**config.mk**
```make
export PLATFORM = sky130hd
export DESIGN_NAME = adc_serial_ctrl
export DESIGN_NICKNAME = d
export VERILOG_FILES = /design/src/rtl/adc_ctrl_pkg.sv /design/src/rtl/adc_ready_sync.sv /design/src/rtl/adc_frame_shifter.sv /design/src/rtl/adc_serial_ctrl.sv
export SDC_FILE = /design/constraint.sdc
export NUM_CORES = 1
export LEC_CHECK = 0
export BUFFER_PORTS_ARGS = -buffer_cell sky130_fd_sc_hd__buf_2
export CORE_ASPECT_RATIO = 1.1
export CORE_MARGIN = 2
export CORE_UTILIZATION = 52
export DETAILED_ROUTE_END_ITERATION = 6
export GPL_ROUTABILITY_DRIVEN = 0
export PLACE_DENSITY = 0.8
export SKIP_CTS_REPAIR_TIMING = 1
export SLEW_MARGIN = 10
export SYNTH_ARGS = -nofsm -noshare
export SYNTH_HDL_FRONTEND = slang
export SYNTH_SLANG_ARGS = --single-unit
```
**constraint.sdc**
```tcl
create_clock -name clk -period 2.07 [get_ports clk]
set_input_delay 0.5175 -clock clk [delete_from_list [all_inputs] [get_ports clk]]
set_output_delay 0.5175 -clock clk [all_outputs]
set_load 0.1 [all_outputs]
```
**src/rtl/adc_ctrl_pkg.sv**
```systemverilog
package adc_ctrl_pkg;

    localparam int FRAME_W = 22;
    localparam int OPC_W   = 5;
    localparam int ADR_W   = 9;
    localparam int DAT_W   = 8;

    localparam logic [OPC_W-1:0] OPC_WRITE = 5'b10010;
    localparam logic [OPC_W-1:0] OPC_READ  = 5'b10001;

    typedef enum logic [1:0] {
        REQ_WRITE = 2'd0,
        REQ_READ  = 2'd1,
        REQ_CONV  = 2'd2
    } req_op_e;

    typedef enum logic [3:0] {
        ST_IDLE,
        ST_WR_SEND,
        ST_RD_SEND,
        ST_RD_GAP,
        ST_RD_NOP,
        ST_CV_HIGH,
        ST_CV_WAIT,
        ST_CV_NOP,
        ST_TAIL
    } seq_state_e;

endpackage

```
**src/rtl/adc_ready_sync.sv**
```systemverilog
module adc_ready_sync #(
    parameter int STAGES = 2
) (
    input  logic clk,
    input  logic rst_n,
    input  logic din,
    output logic dout
);
    logic [STAGES-1:0] sr_q;

    generate
        if (STAGES == 1) begin : g_single
            always_ff @(posedge clk or negedge rst_n) begin
                if (!rst_n) sr_q <= '0;
                else        sr_q <= din;
            end
        end else begin : g_chain
            always_ff @(posedge clk or negedge rst_n) begin
                if (!rst_n) sr_q <= '0;
                else        sr_q <= {sr_q[STAGES-2:0], din};
            end
        end
    endgenerate

    assign dout = sr_q[STAGES-1];
endmodule

```
**src/rtl/adc_frame_shifter.sv**
```systemverilog
module adc_frame_shifter #(
    parameter int CLK_DIV = 4,
    parameter int FRAME_W = 22
) (
    input  logic               clk,
    input  logic               rst_n,
    input  logic               start,
    input  logic [FRAME_W-1:0] tx_word,
    input  logic               miso,
    output logic               sclk,
    output logic               cs_n,
    output logic               mosi,
    output logic [FRAME_W-1:0] rx_word,
    output logic               frame_done
);
    localparam int HALF  = CLK_DIV / 2;
    localparam int PH_W  = (CLK_DIV > 1) ? $clog2(CLK_DIV) : 1;
    localparam int BIT_W = $clog2(FRAME_W);

    logic               active_q;
    logic [PH_W-1:0]    ph_q;
    logic [BIT_W-1:0]   bit_q;
    logic [FRAME_W-1:0] tx_q;
    logic [FRAME_W-1:0] rx_q;
    logic               done_q;

    always_ff @(posedge clk or negedge rst_n) begin
        if (!rst_n) begin
            active_q <= 1'b0;
            ph_q     <= '0;
            bit_q    <= '0;
            tx_q     <= '0;
            rx_q     <= '0;
            done_q   <= 1'b0;
        end else begin
            done_q <= 1'b0;
            if (!active_q) begin
                if (start) begin
                    active_q <= 1'b1;
                    ph_q     <= '0;
                    bit_q    <= '0;
                    tx_q     <= tx_word;
                end
            end else begin
                // rising SCLK edge happens as the phase enters the high half
                if (ph_q == PH_W'(HALF - 1))
                    rx_q <= {rx_q[FRAME_W-2:0], miso};
                if (ph_q == PH_W'(CLK_DIV - 1)) begin
                    ph_q <= '0;
                    if (bit_q == BIT_W'(FRAME_W - 1)) begin
                        active_q <= 1'b0;
                        done_q   <= 1'b1;
                    end else begin
                        bit_q <= bit_q + BIT_W'(1);
                        tx_q  <= {tx_q[FRAME_W-2:0], 1'b0};
                    end
                end else begin
                    ph_q <= ph_q + PH_W'(1);
                end
            end
        end
    end

    assign sclk       = active_q && (ph_q >= PH_W'(HALF));
    assign cs_n       = !active_q;
    assign mosi       = active_q && tx_q[FRAME_W-1];
    assign rx_word    = rx_q;
    assign frame_done = done_q;
endmodule

```
**src/rtl/adc_serial_ctrl.sv**
```systemverilog
module adc_serial_ctrl
    import adc_ctrl_pkg::*;
#(
    parameter int CLK_DIV     = 4,
    parameter int CONV_HI     = 6,
    parameter int CS_GAP      = 2,
    parameter int TIMEOUT     = 4096,
    parameter int SYNC_STAGES = 2
) (
    input  logic                clk,
    input  logic                rst_n,
    input  logic                req,
    input  logic [1:0]          req_op,
    input  logic [ADR_W-1:0]    req_addr,
    input  logic [DAT_W-1:0]    req_wdata,
    output logic                busy,
    output logic                done,
    output logic [DAT_W-1:0]    rd_data,
    output logic [FRAME_W-1:0]  conv_data,
    output logic                timeout_err,
    output logic                adc_sclk,
    output logic                adc_cs_n,
    output logic                adc_mosi,
    input  logic                adc_miso,
    output logic                adc_convst,
    input  logic                adc_ready
);
    localparam int CNT_W = $clog2(TIMEOUT + CONV_HI + CS_GAP + 1);

    seq_state_e          state_q, state_d;
    logic [CNT_W-1:0]    cnt_q;
    logic                rdy_s;
    logic                fr_start;
    logic [FRAME_W-1:0]  fr_word;
    logic [FRAME_W-1:0]  fr_rx;
    logic                fr_done;
    logic                gap_end, hi_end, wait_end;
    logic                accept;
    logic [DAT_W-1:0]    rd_q;
    logic [FRAME_W-1:0]  conv_q;
    logic                err_q;

    adc_ready_sync #(.STAGES(SYNC_STAGES)) u_rdy_sync (
        .clk   (clk),
        .rst_n (rst_n),
        .din   (adc_ready),
        .dout  (rdy_s)
    );

    adc_frame_shifter #(.CLK_DIV(CLK_DIV), .FRAME_W(FRAME_W)) u_shifter (
        .clk        (clk),
        .rst_n      (rst_n),
        .start      (fr_start),
        .tx_word    (fr_word),
        .miso       (adc_miso),
        .sclk       (adc_sclk),
        .cs_n       (adc_cs_n),
        .mosi       (adc_mosi),
        .rx_word    (fr_rx),
        .frame_done (fr_done)
    );

    assign gap_end  = (cnt_q == CNT_W'(CS_GAP - 1));
    assign hi_end   = (cnt_q == CNT_W'(CONV_HI - 1));
    assign wait_end = (cnt_q == CNT_W'(TIMEOUT - 1));
    assign accept   = (state_q == ST_IDLE) && req && (req_op != 2'd3);

    // next state
    always_comb begin
        state_d = state_q;
        unique case (state_q)
            ST_IDLE: begin
                if (req) begin
                    case (req_op)
                        REQ_WRITE: state_d = ST_WR_SEND;
                        REQ_READ:  state_d = ST_RD_SEND;
                        REQ_CONV:  state_d = ST_CV_HIGH;
                        default:   state_d = ST_IDLE;
                    endcase
                end
            end
            ST_WR_SEND: if (fr_done) state_d = ST_TAIL;
            ST_RD_SEND: if (fr_done) state_d = ST_RD_GAP;
            ST_RD_GAP:  if (gap_end) state_d = ST_RD_NOP;
            ST_RD_NOP:  if (fr_done) state_d = ST_TAIL;
            ST_CV_HIGH: if (hi_end)  state_d = ST_CV_WAIT;
            ST_CV_WAIT: begin
                if (rdy_s)         state_d = ST_CV_NOP;
                else if (wait_end) state_d = ST_TAIL;
            end
            ST_CV_NOP:  if (fr_done) state_d = ST_TAIL;
            ST_TAIL:    if (gap_end) state_d = ST_IDLE;
            default:    state_d = ST_IDLE;
        endcase
    end

    // state register and dwell counter
    always_ff @(posedge clk or negedge rst_n) begin
        if (!rst_n) begin
            state_q <= ST_IDLE;
            cnt_q   <= '0;
        end else begin
            state_q <= state_d;
            if (state_d != state_q || state_q == ST_IDLE) cnt_q <= '0;
            else                                          cnt_q <= cnt_q + CNT_W'(1);
        end
    end

    // outputs
    always_comb begin
        fr_start   = 1'b0;
        fr_word    = '0;
        adc_convst = 1'b0;
        done       = 1'b0;
        busy       = (state_q != ST_IDLE);
        unique case (state_q)
            ST_IDLE: begin
                if (req && req_op == REQ_WRITE) begin
                    fr_start = 1'b1;
                    fr_word  = {OPC_WRITE, req_addr, req_wdata};
                end else if (req && req_op == REQ_READ) begin
                    fr_start = 1'b1;
                    fr_word  = {OPC_READ, req_addr, DAT_W'(0)};
                end
            end
            ST_RD_GAP:  fr_start   = gap_end;
            ST_CV_HIGH: adc_convst = 1'b1;
            ST_CV_WAIT: fr_start   = rdy_s;
            ST_TAIL:    done       = gap_end;
            default: ;
        endcase
    end

    // result registers
    always_ff @(posedge clk or negedge rst_n) begin
        if (!rst_n) begin
            rd_q   <= '0;
            conv_q <= '0;
            err_q  <= 1'b0;
        end else begin
            if (accept) err_q <= 1'b0;
            if (state_q == ST_CV_WAIT && !rdy_s && wait_end) err_q <= 1'b1;
            if (state_q == ST_RD_NOP && fr_done) rd_q <= fr_rx[FRAME_W-1 -: DAT_W];
            if (state_q == ST_CV_NOP && fr_done) conv_q <= fr_rx;
        end
    end

    assign rd_data     = rd_q;
    assign conv_data   = conv_q;
    assign timeout_err = err_q;
endmodule

```
After elaboration in Yosys (flattened, before gate mapping)
Index checks and enable logic that the tools add are counted.
{"block": "op_classes", "eq_ne": 20, "order_cmp": 1, "muxes": 39, "reduce_logical": 21, "add_sub_neg": 3}
{"op": "$mux W22", "n": 7}
{"op": "$mux W4", "n": 8}
{"op": "$pmux W4 S7", "n": 1}
{"op": "$mux W5", "n": 4}
{"op": "$eq A4 B3 Y1 const B", "n": 4}
{"op": "$add A13 B1 Y13 const B", "n": 1}
{"op": "$eq A13 B1 Y1 const B", "n": 1}
{"op": "$eq A13 B12 Y1 const B", "n": 1}
{"op": "$eq A13 B3 Y1 const B", "n": 1}
{"op": "$mux W1", "n": 13}
{"op": "$mux W13", "n": 1}
{"op": "$logic_and A1 B1 Y1", "n": 10}
{"op": "$pmux W3 S3", "n": 1}
{"op": "$eq A4 B2 Y1 const B", "n": 2}
{"op": "$mux W2", "n": 3}
{"op": "$ne A2 B2 Y1 const B", "n": 3}
{"op": "$add A5 B1 Y5 const B", "n": 1}
{"op": "$eq A5 B5 Y1 const B", "n": 1}
{"op": "$eq A2 B1 Y1 const B", "n": 2}
{"op": "$eq A2 B2 Y1 const B", "n": 2}
{"op": "$eq A4 B1 Y1 const B", "n": 1}
{"op": "$eq A4 B4 Y1 const B", "n": 1}
{"op": "$logic_not A4 Y1", "n": 1}
{"op": "$ne A4 B4 Y1", "n": 1}
{"op": "other kinds (11)", "n": 13}
{"block": "totals", "word_cells": 96, "in_bits": 24, "register_bits": 103}

Logic depth before layout (Yosys ltp)
Gate-level depths: netlist (run 1).
{"block": "logic_depth", "word_depth": 7, "depth_mapped": 9, "mapped_depth_nobuf": 7}

Modules after synthesis
From an unflattened synthesis (run 1), not the netlist that was laid out.
{"block": "unflattened", "hier_cells": 457, "hier_area_um2": 5066.1}
{"module": "adc_frame_shifter", "cells_each": 230, "n_inst": 1, "area_per_inst_um2": 2575.0}
{"module": "adc_serial_ctrl", "cells_each": 225, "n_inst": 1, "area_per_inst_um2": 2441.1}
{"module": "adc_ready_sync", "cells_each": 2, "n_inst": 1, "area_per_inst_um2": 50.0}

Worst setup path before layout (run 1)
OpenSTA, ideal clock, no wires.
{"block": "synth_path", "path_type": "flip-flop to output port", "from": "register cnt_q[3]", "to": "output port done", "arrival_ps": 3877, "path_buffers": 0, "t_required_ps": 1553, "stages_incl_launch_ff": 4, "path_slack_ps": -2325, "path_cell_list": "dfrtp_1 nor4_1 nand4_1 nor4_1"}
{"block": "synth_between", "elab_chain_cells": 2}
{"element": "from (decl)", "line": "adc_serial_ctrl.sv:31", "text": "logic [CNT_W-1:0] cnt_q;"}
{"element": "from (signal assigned)", "line": "adc_serial_ctrl.sv:105", "text": "else cnt_q <= cnt_q + CNT_W'(1);"}
{"element": "$eq A13 B1 Y1", "line": "adc_serial_ctrl.sv:63", "text": "assign gap_end = (cnt_q == CNT_W'(CS_GAP - 1));"}
{"element": "$mux W1", "line": "adc_serial_ctrl.sv:116", "text": "unique case (state_q)"}
{"element": "to (decl)", "line": "adc_serial_ctrl.sv:17", "text": "output logic done,"}
Every way passes these cells.

Worst setup path after layout (run 1)
{"block": "layout_path", "from": "register cnt_q[4]", "to": "output port done"}
Same word-level chain as after synthesis.

==> results of run 1 <==
[path summary, 6_finish.rpt]
kind | end | slack (ps) | cells past startpoint
max in group asynchronous | cnt_q[11] | 1480 | 2
min in group clk | u_rdy_sync.sr_q[0] | 220 | 1
setup / recovery | done | -400 | 5
hold / removal | u_shifter.tx_q[12] | 160 | 2
setup reg to reg | u_shifter.tx_q[8] | -130 | 5
hold reg to reg | u_rdy_sync.sr_q[1] | 420 | 0
[metal layers]
layer  vias up  track usage  routed length (um)
met5         -            0                   0
met3        19      0.05145                 387
li1       1671            -                   -
met2        63       0.3642                5479
met1      1762       0.2791                4535
met4         0      0.09006                 215
[state kept, by name, indices dropped and copies added (netlist names)]
signal / cells
cnt_q: 13
conv_data: 22
rd_data: 8
state_q: 4
timeout_err: 1
u_rdy_sync.sr_q: 2
u_shifter.active_q: 1
u_shifter.bit_q: 5
u_shifter.frame_done: 1
u_shifter.ph_q: 2
u_shifter.rx_word: 22
u_shifter.tx_q: 22
[critical path: cells and delay by family, from the launching register on]
kind                   cells  cell delay (ps)
flip-flops                 1              450
AND/OR/NAND/NOR            3              700
buffers and inverters      2              410
[where the power goes]
part / total, mW / internal [mW] / switching (mW)
Combinational: 1.63 / 0.697 / 0.930
Clock: 1.36 / 0.511 / 0.849
Sequential: 2.17 / 2.10 / 0.0705
[layout by cell type (no fill, tap or decap), drive strengths merged, types with 10 or more instances in the layout]
cell type  synthesis  layout
mux2              59      59
inv               18      24
a221oi            10      10
nand4             10      10
nor3              15      15
nand2             31      31
nor2              30      30
dfrtp            103     103
clkbuf             9      10
a21oi             13      13
buf               13     107
[logic make-up after synthesis]
kind of cell             Yosys count
AND/OR/NAND/NOR                  123
flip-flops                       103
multiplexers                      62
AO/OA/AOI/OAI                     57
buffers and inverters             41
XOR/XNOR                          16
adder cells (fa/ha/maj)            8
[final cells by class]
cell class              instances  area share
flip-flops and latches        103      0.4271
multi-input cells             266      0.3681
repair buffers                108      0.1328
well taps                     114     0.02363
clock buffers                   9     0.02052
clock inverters                 7     0.01596
inverters                      19     0.01181
[stage by stage]
step / setup TNS (ps) / utilization / cell area, sq um / instances
global route: -5064 / 0.6803 / 6037 / 626
finish: -1920 / 0.6803 / 6037 / 626
CTS: -4740 / 0.6544 / 5807 / 621
detailed placement: -3093 / 0.6296 / 5587 / 605
floorplan: -3635 / - / 4841 / 410
global placement: -1494 / 0.6296 / 5587 / 605
==> flow_summary.json, run 1 <==
{
  "status": "finished with violations",
  "violations": "negative setup slack",
  "async_flop_share": 1.000,
  "clk_pin_slew_worst_paths_ps": 120,
  "avgSynthCellArea_sq_um": 11.64,
  "holdWs_ps": 158.0,
  "setup_violations": 26,
  "drv_cap": 0,
  "cp_slowest_cell": "dfrtp_1",
  "synth-xor-area-share": 0.02936,
  "path_cells": "nor4_2, nand4_1, buf_4, nor4_4, buf_12",
  "clockBufferDepth": 2,
  "worstSkewPairLatency_ps": 400,
  "max_freq_mhz": 405.6,
  "fin_worst_skew_ps": 20.49,
  "grt_pass1_wl_um": 17510,
  "ys_types": 53,
  "fin_crit_sh": 1.191,
  "synth_top_family_by_area": "multiplexers",
  "rsz0062_at_grt": "true",
  "worst_slew_pin_slew_ps": 554.8,
  "drt_iter0_drc": 104,
  "grt_overflow": 0,
  "syn-num-nets": 441,
  "chipHeight_um": 104.5,
  "netlist_instances": 410,
  "synth_fa_ha_area_frac": 0.02045,
  "grt_max_degree": 104,
  "core_area_sq_um": 8874,
  "ys_ff_latch": 103,
  "slew_viol_final": 0,
  "hold_viol_final": 0,
  "slew_headroom": 0.6301,
  "ys_top_cells_by_count": "103 x dfrtp_1, 59 x mux2_2, 31 x nand2_1",
  "synth_flop_cell": "dfrtp_1",
  "wl_um": 10620,
  "worst_slack_ps": -395.2,
  "vias_per_cell": 5.615,
  "io_pins": 61,
  "post-dp-hpwl_um": 6975,
  "cts_tree": "built",
  "seqCellArea_sq_um": 2579,
  "root_buffer": "clkbuf_8",
  "min_path_type": "in -> async",
  "synth_top_area_cell": "dfrtp_1",
  "start_util": 0.5379,
  "end_kind": "output pin",
  "ant_nets": 0,
  "synth-seq-area-share": 0.5400,
  "core.rowCount": 36,
  "p_total_mw": 5.153,
  "via_count": 3515,
  "antenna_cells": 0,
  "critPathLaunchType": "register",
  "yosysMostFrequentCell": "dfrtp_1",
  "syn_area_sq_um": 4773,
  "dieArea_sq_um": 9963,
  "powerDensity_nw_per_um2": 853.6,
  "peakVddDrop_uv": 402.7,
  "nFillCells": 627,
  "firstDrtPassIters": 4,
  "setup.worst_path.start": "cnt_q[4]",
  "synth_edf_count": 0,
  "synth-compound-area-share": 0.09777,
  "worst-endpoint-arrival_ps": 1950,
  "synth_top_area_frac": 0.5400,
  "die_w_um": 95.35,
  "h-tree-depth": 3,
  "multi_input_area_sq_um": 2222,
  "wl_per_cell_um": 16.96,
  "fin_crit_ps": 2465,
  "yosysWarnings": 0,
  "path_max_fanout": 6,
  "cts_inserted_buffers": 9,
  "port_buffers": 60,
  "grt_pass1_vias": 3736,
  "final_nets": 538,
  "static-leakage-power_nw": 2.850,
  "preCtsSetupSlack_ps": -265.4,
  "max_stage_delay_ps": 450,
  "drive_above_1_share": 0.4355,
  "r2r_start": "state_q[1]",
  "area_growth_pct": 26.47,
  "cts.sinks": 103,
  "cp.required_ps": 1550,
  "drc": 0,
  "grt_use_total": 0.2216,
  "grt_antenna_before_repair": 0,
  "synth-simple-area-share": 0.1308,
  "synth_area_leaders": "dfrtp_1 54%, mux2_2 14%, a221oi_2 2.5%",
  "crit_type": "reg -> out",
  "synth.area.mux_share": 0.1455
}
(Power assumes the default switching activity.)
==> inputs of run 2 (changes only) <==
--- a/config.mk
+++ b/config.mk
@@ -6,12 +6,12 @@
 export NUM_CORES = 1
 export LEC_CHECK = 0
 export BUFFER_PORTS_ARGS = -buffer_cell sky130_fd_sc_hd__buf_2
-export CORE_ASPECT_RATIO = 1.1
+export CORE_ASPECT_RATIO = 2
 export CORE_MARGIN = 2
-export CORE_UTILIZATION = 52
+export CORE_UTILIZATION = 43
 export DETAILED_ROUTE_END_ITERATION = 6
 export GPL_ROUTABILITY_DRIVEN = 0
-export PLACE_DENSITY = 0.8
+export PLACE_DENSITY = 0.69
 export SKIP_CTS_REPAIR_TIMING = 1
 export SLEW_MARGIN = 10
 export SYNTH_ARGS = -nofsm -noshare
==> run 2 against run 1 <==
The run still ends with negative setup slack left. Setup slack better by 34 ps. Sequential cell count unchanged. Core utilization down 9.9 points. Non-clock buffer count up 7. Clock skew down 9.8 ps. Cell count up 5.4%. First-iteration DRC count up 43%. Clock power up 31%. Via count up 1.3%. Sequential share of layout area down 1.9 points. Sequential power about the same. Critical path type unchanged. Critical endpoint unchanged. Largest cell class unchanged.
==> flow_summary.json, run 2 (synthesized netlist as in run 1, its figures left out) <==
{
  "status": "finished with violations",
  "violations": "negative setup slack",
  "root_buffer": "clkbuf_16",
  "wl_per_cell_um": 16.58,
  "worst_slew_pin_slew_ps": 516.8,
  "firstDrtPassIters": 4,
  "critPathLaunchType": "register",
  "worst_slack_ps": -361.5,
  "h-tree-depth": 3,
  "vias_per_cell": 5.394,
  "ff2ff_path_depth": 9,
  "cts.sinks": 103,
  "fin_crit_sh": 1.175,
  "clockBufferDepth": 2,
  "setup_violations": 10,
  "r2r_start": "cnt_q[1]",
  "area_growth_pct": 32.40,
  "drv_cap": 0,
  "p_total_mw": 5.590,
  "ant_nets": 0,
  "grt_overflow": 0,
  "grt_max_degree": 45,
  "slew_viol_final": 0,
  "fin_worst_skew_ps": 10.68,
  "core.rowCount": 54,
  "chipHeight_um": 153,
  "drive_above_1_share": 0.4481,
  "post-route-util": 0.5810,
  "die_w_um": 78.50,
  "path_cells": "inv_1, ha_1, nor2b_1, nand4_1, buf_4, nor4_4, buf_12",
  "drc": 0,
  "rrSetupSlack_ps": -90,
  "core_area_sq_um": 10880,
  "clk_pin_slew_worst_paths_ps": 70,
  "peakVddDrop_uv": 553.3,
  "final_nets": 546,
  "grt_antenna_before_repair": 0,
  "grt_pass1_wl_um": 17190,
  "static-leakage-power_nw": 2.920,
  "slew_headroom": 0.6578,
  "cp_slowest_cell": "dfrtp_1",
  "grt_use_total": 0.1801,
  "start_util": 0.4388,
  "cp.required_ps": 1550,
  "path_max_fanout": 3,
  "worstSkewPairLatency_ps": 350,
  "max_stage_delay_ps": 370,
  "via_count": 3560,
  "endpoint": "done",
  "fin_crit_ps": 2432,
  "io_pins": 61,
  "worst-endpoint-arrival_ps": 1910,
  "post-dp-hpwl_um": 7575,
  "cts_tree": "built",
  "final.setup.tns_ps": -616.0,
  "setup.worst_path.start": "cnt_q[1]",
  "wl_um": 10940,
  "cts_inserted_buffers": 9,
  "end_kind": "output pin",
  "holdWs_ps": 93.94,
  "drt_iter0_drc": 149,
  "hold_viol_final": 0,
  "crit_type": "reg -> out",
  "port_buffers": 60,
  "grt_pass1_vias": 3643,
  "max_freq_mhz": 411.3,
  "powerDensity_nw_per_um2": 884.5,
  "dieArea_sq_um": 12010,
  "final_cell_mix": "103 x dfrtp_1, 59 x mux2_2, 55 x buf_2, 43 x buf_4, 31 x nand2_1",
  "final_common_cell": "dfrtp_1",
  "min_path_type": "in -> async",
  "antenna_cells": 0,
  "rsz0062_at_grt": "true",
  "r2r_end": "u_shifter.tx_q[18]"
}
-- run 2: worst min path at each step --
stage | from | to | slack, ps | cells after the start
4_1_cts | rst_n | u_shifter.tx_q[10] | 100 | 1
5_1_grt | rst_n | u_shifter.tx_q[10] | 120 | 1
3_3_place_gp | u_rdy_sync.sr_q[0] | u_rdy_sync.sr_q[1] | 340 | 0
6_report | rst_n | u_shifter.tx_q[10] | 90 | 1
2_1_floorplan | rst_n | cnt_q[0] | 220 | 0
3_5_place_dp | u_rdy_sync.sr_q[0] | u_rdy_sync.sr_q[1] | 330 | 0
-- run 2: layout make-up --
cell class	count	area, sq um
Fill cell	860	4558
Sequential cell	103	2577
Multi-Input combinational cell	267	2292
Timing Repair Buffer	115	884.6
Clock buffer	12	256.5
Tap cell	140	175.2
Inverter	19	75.07
Clock inverter	4	58.81
-- run 2: stage by stage --
step,setup WS (ps),area [sq um],instances
2_1_floorplan,-530.4,4841,410
3_5_place_dp,-77.89,5647,633
4_1_cts,-440.1,5962,649
6_report,-361.5,6320,660
3_3_place_gp,-96.85,5647,633
5_1_grt,-433.7,6320,660
-- run 2: per-layer routing --
metal,part of all wire,global-route usage,vias to the layer above
met1,0.38,0.1961,1805
li1,-,-,1685
met3,0.025,0.02597,13
met2,0.58,0.3333,57
met4,0.020,0.08438,0
met5,0,0,-
-- run 2: where the power goes --
group / switching (mW) / internal [mW]
Clock: 0.756 / 1.02
Sequential: 0.0502 / 2.09
Combinational: 0.943 / 0.724
-- run 2: critical path: cells and delay by family, from the launching register on --
family / cells / cell delay (ps)
AND/OR/NAND/NOR: 3 / 550
adder cells (fa/ha/maj): 1 / 160
buffers and inverters: 3 / 480
flip-flops: 1 / 370
==> inputs of run 3 (changes only) <==
--- a/config.mk
+++ b/config.mk
@@ -11,9 +11,10 @@
 export CORE_UTILIZATION = 43
 export DETAILED_ROUTE_END_ITERATION = 6
 export GPL_ROUTABILITY_DRIVEN = 0
-export PLACE_DENSITY = 0.69
+export PLACE_DENSITY = 0.68
 export SKIP_CTS_REPAIR_TIMING = 1
 export SLEW_MARGIN = 10
 export SYNTH_ARGS = -nofsm -noshare
 export SYNTH_HDL_FRONTEND = slang
+export SYNTH_HIERARCHICAL = 1
 export SYNTH_SLANG_ARGS = --single-unit
==> run 3 against run 2 <==
The run still ends with negative setup slack left. Die area rose by 5.9%. Critical path depth fell by 1. Cell count rose by 6.1%. First-iteration DRC count rose by 45%. Core utilization fell by 2.1 points. Via count rose by 13%. Synthesized cell count rose by 11%. Sequential power fell by 5%. Area after synthesis rose by 6.1%. Non-clock buffer count fell by 1. Power fell by 32%. Sequential share of layout area fell by 1.2 points.
==> flow_summary.json, run 3 <==
{
  "dpl_cell_area_sq_um": 5898,
  "yosysWarnings": 6,
  "fin_crit_ps": 2611,
  "synth_top_family_by_area": "multiplexers",
  "synth_flop_cell": "dfrtp_1",
  "core.rowCount": 56,
  "synth-simple-area-share": 0.1319,
  "cts.sinks": 103,
  "async_flop_share": 1.000,
  "worst_slack_ps": -541.1,
  "setup_violations": 44,
  "crit_type": "reg -> out",
  "wl_met1_um": 4652,
  "combPwrFrac": 0.023,
  "peakVddDrop_uv": 442.1,
  "ys_types": 50,
  "max_freq_mhz": 383.0,
  "seqCellArea_sq_um": 2579,
  "p_sw_mw": 0.8741,
  "slew_viol_final": 0,
  "synth_top_area_cell": "dfrtp_1",
  "synth_edf_count": 0,
  "drt_iter0_drc": 216,
  "grt_max_degree": 40,
  "netlist_instances": 457,
  "clk_pin_slew_worst_paths_ps": 70,
  "cp.required_ps": 1550,
  "synth_top_area_frac": 0.5088,
  "final_nets": 581,
  "synth-compound-area-share": 0.1208,
  "ff2ff_path_depth": 9,
  "io_pins": 61,
  "powerDensity_nw_per_um2": 582.2,
  "fin_area_sq_um": 6509,
  "cts_tree": "built",
  "final.setup.tns_ps": -8402,
  "synth_area_leaders": "dfrtp_1 51%, mux2_2 12%, mux2i_1 4.1%",
  "wl_per_cell_um": 17.78,
  "wl_met3_um": 327,
  "fin_crit_sh": 1.261,
  "root_buffer": "clkbuf_16",
  "synth_fa_ha_area_frac": 0.01926,
  "min_path_type": "in -> async",
  "p_int_mw": 2.915,
  "worst-endpoint-arrival_ps": 2090,
  "rsz0062_at_grt": "true",
  "ant_nets": 0,
  "h-tree-depth": 3,
  "drc": 0,
  "status": "finished with violations",
  "die_w_um": 80.75,
  "clockBufferDepth": 2,
  "grt_pass1_vias": 4055,
  "r2r_start": "cnt_q[7]",
  "area_growth_pct": 28.48,
  "worst_slew_pin_slew_ps": 585.4,
  "hold_viol_final": 0,
  "path_max_fanout": 2,
  "post-route-util": 0.5596,
  "synth.area.mux_share": 0.1571,
  "antenna_cells": 0,
  "core_area_sq_um": 11630,
  "wl_um": 12440,
  "power_frac_seq": 0.538,
  "fin_worst_skew_ps": 7.997,
  "drive_above_1_share": 0.4090,
  "ys_top_cells_by_count": "103 x dfrtp_1, 52 x mux2_2, 28 x o21ai_0",
  "vias_per_cell": 5.737,
  "static-leakage-power_nw": 2.971,
  "final_common_cell": "dfrtp_1",
  "grt_use_total": 0.1981,
  "dp_cells": 675,
  "worstSkewPairLatency_ps": 340,
  "ys_ff_latch": 103,
  "synth-seq-area-share": 0.5088,
  "cts_inserted_buffers": 9,
  "topRoutingLayerUsed": "met4",
  "grt_overflow": 0,
  "dieArea_sq_um": 12720,
  "netSwitchingFraction": 0.2307,
  "multi_input_area_sq_um": 2555,
  "critPathLaunchType": "register",
  "firstDrtPassIters": 4,
  "finalNonFillerCells": 700,
  "dr_wl_met2_um": 7000,
  "port_buffers": 60,
  "chipHeight_um": 157.5,
  "start_util": 0.4356,
  "post-dp-hpwl_um": 8569,
  "rrSetupSlack_ps": -340,
  "slew_headroom": 0.6093,
  "avgSynthCellArea_sq_um": 11.09,
  "grt_pass1_wl_um": 19510,
  "power.clock.fraction": 0.439,
  "nFillCells": 1016,
  "via_count": 4016,
  "yosysMostFrequentCell": "dfrtp_1",
  "violations": "negative setup slack",
  "grt_antenna_before_repair": 0,
  "r2r_end": "u_shifter/tx_q[21]",
  "syn_area_sq_um": 5066,
  "drv_cap": 0,
  "end_kind": "output pin",
  "final_cell_mix": "102 x dfrtp_1, 54 x buf_2, 52 x mux2_2, 45 x buf_4, 23 x o21ai_0",
  "synth-xor-area-share": 0.02247
}
## run 3: cell types whose count changed in the layout (fill, tap and decap cells not counted), sizes merged, moves of 18 or more
cell / delta
a22oi: +22
a31oi: +21
and2: +19
mux2i: +18
nand2: -19
o21ai: +21
## run 3: routing by layer
metal,up-vias,track usage
met5,-,0
li1,1855,-
met3,33,0.03440
met2,99,0.3492
met4,0,0.09524
met1,2029,0.2273
## run 3: metrics by stage
step                      hold slack, ps  worst slack (ps)  power [mW]
after global routing               121.3            -601.7       3.956
final                              106.4            -541.1       3.790
after global placement             336.5            -197.7       2.164
after floorplan                    221.9            -158.1       2.086
after detailed placement           353.4            -246.3       2.168
after CTS                          103.4            -561.9       3.852
## run 3: how the worst max path moves through the flow
stage	slack, ps	depth (start not counted)	to	start
finish	-540	6	done	cnt_q[7]
global route	-600	6	done	cnt_q[7]
CTS	-560	6	done	cnt_q[7]
detailed placement	-250	6	cnt_q[3]	cnt_q[7]
global placement	-200	6	cnt_q[3]	cnt_q[7]
floorplan	-160	9	u_shifter/tx_q[18]	cnt_q[7]
## run 3: cell families (layout without fill, tap and decap cells)
group / count (synthesis) / count (layout)
muxes: 73 / 73
DFF: 103 / 103
and+or+nand+nor: 120 / 120
AOI/OAI and AO/OA: 95 / 96
buffers and inverters: 44 / 140
xor gates and xnor gates: 13 / 13
adders and majority gates: 8 / 8
other: 1 / 2
## run 3: cell type report
type                       instances  share of cell area
multi-input combinational        312              0.3925
clock inverter                     7             0.01077
timing repair buffer             114              0.1323
sequential                       103              0.3962
tap                              145             0.02787
clock buffer                       9             0.03460
inverter                          10            0.005767
## run 3: worst max-delay path, cell delays in order, from the launching register on
cell and delay, ps:
dfrtp_1 390, or4_4 530, or2_4 290, nor3_4 120, buf_4 130, and2_4 130, buf_12 160
## run 3: power groups by stage
stage / sequential, mW / combinational [mW] / clock [mW]
6_report: 2.04 / 0.0879 / 1.66
5_1_grt: 2.04 / 0.101 / 1.82
4_1_cts: 2.04 / 0.0912 / 1.72
3_5_place_dp: 2.08 / 0.0906 / 0
3_3_place_gp: 2.08 / 0.0877 / 0
2_1_floorplan: 2.07 / 0.0139 / 0
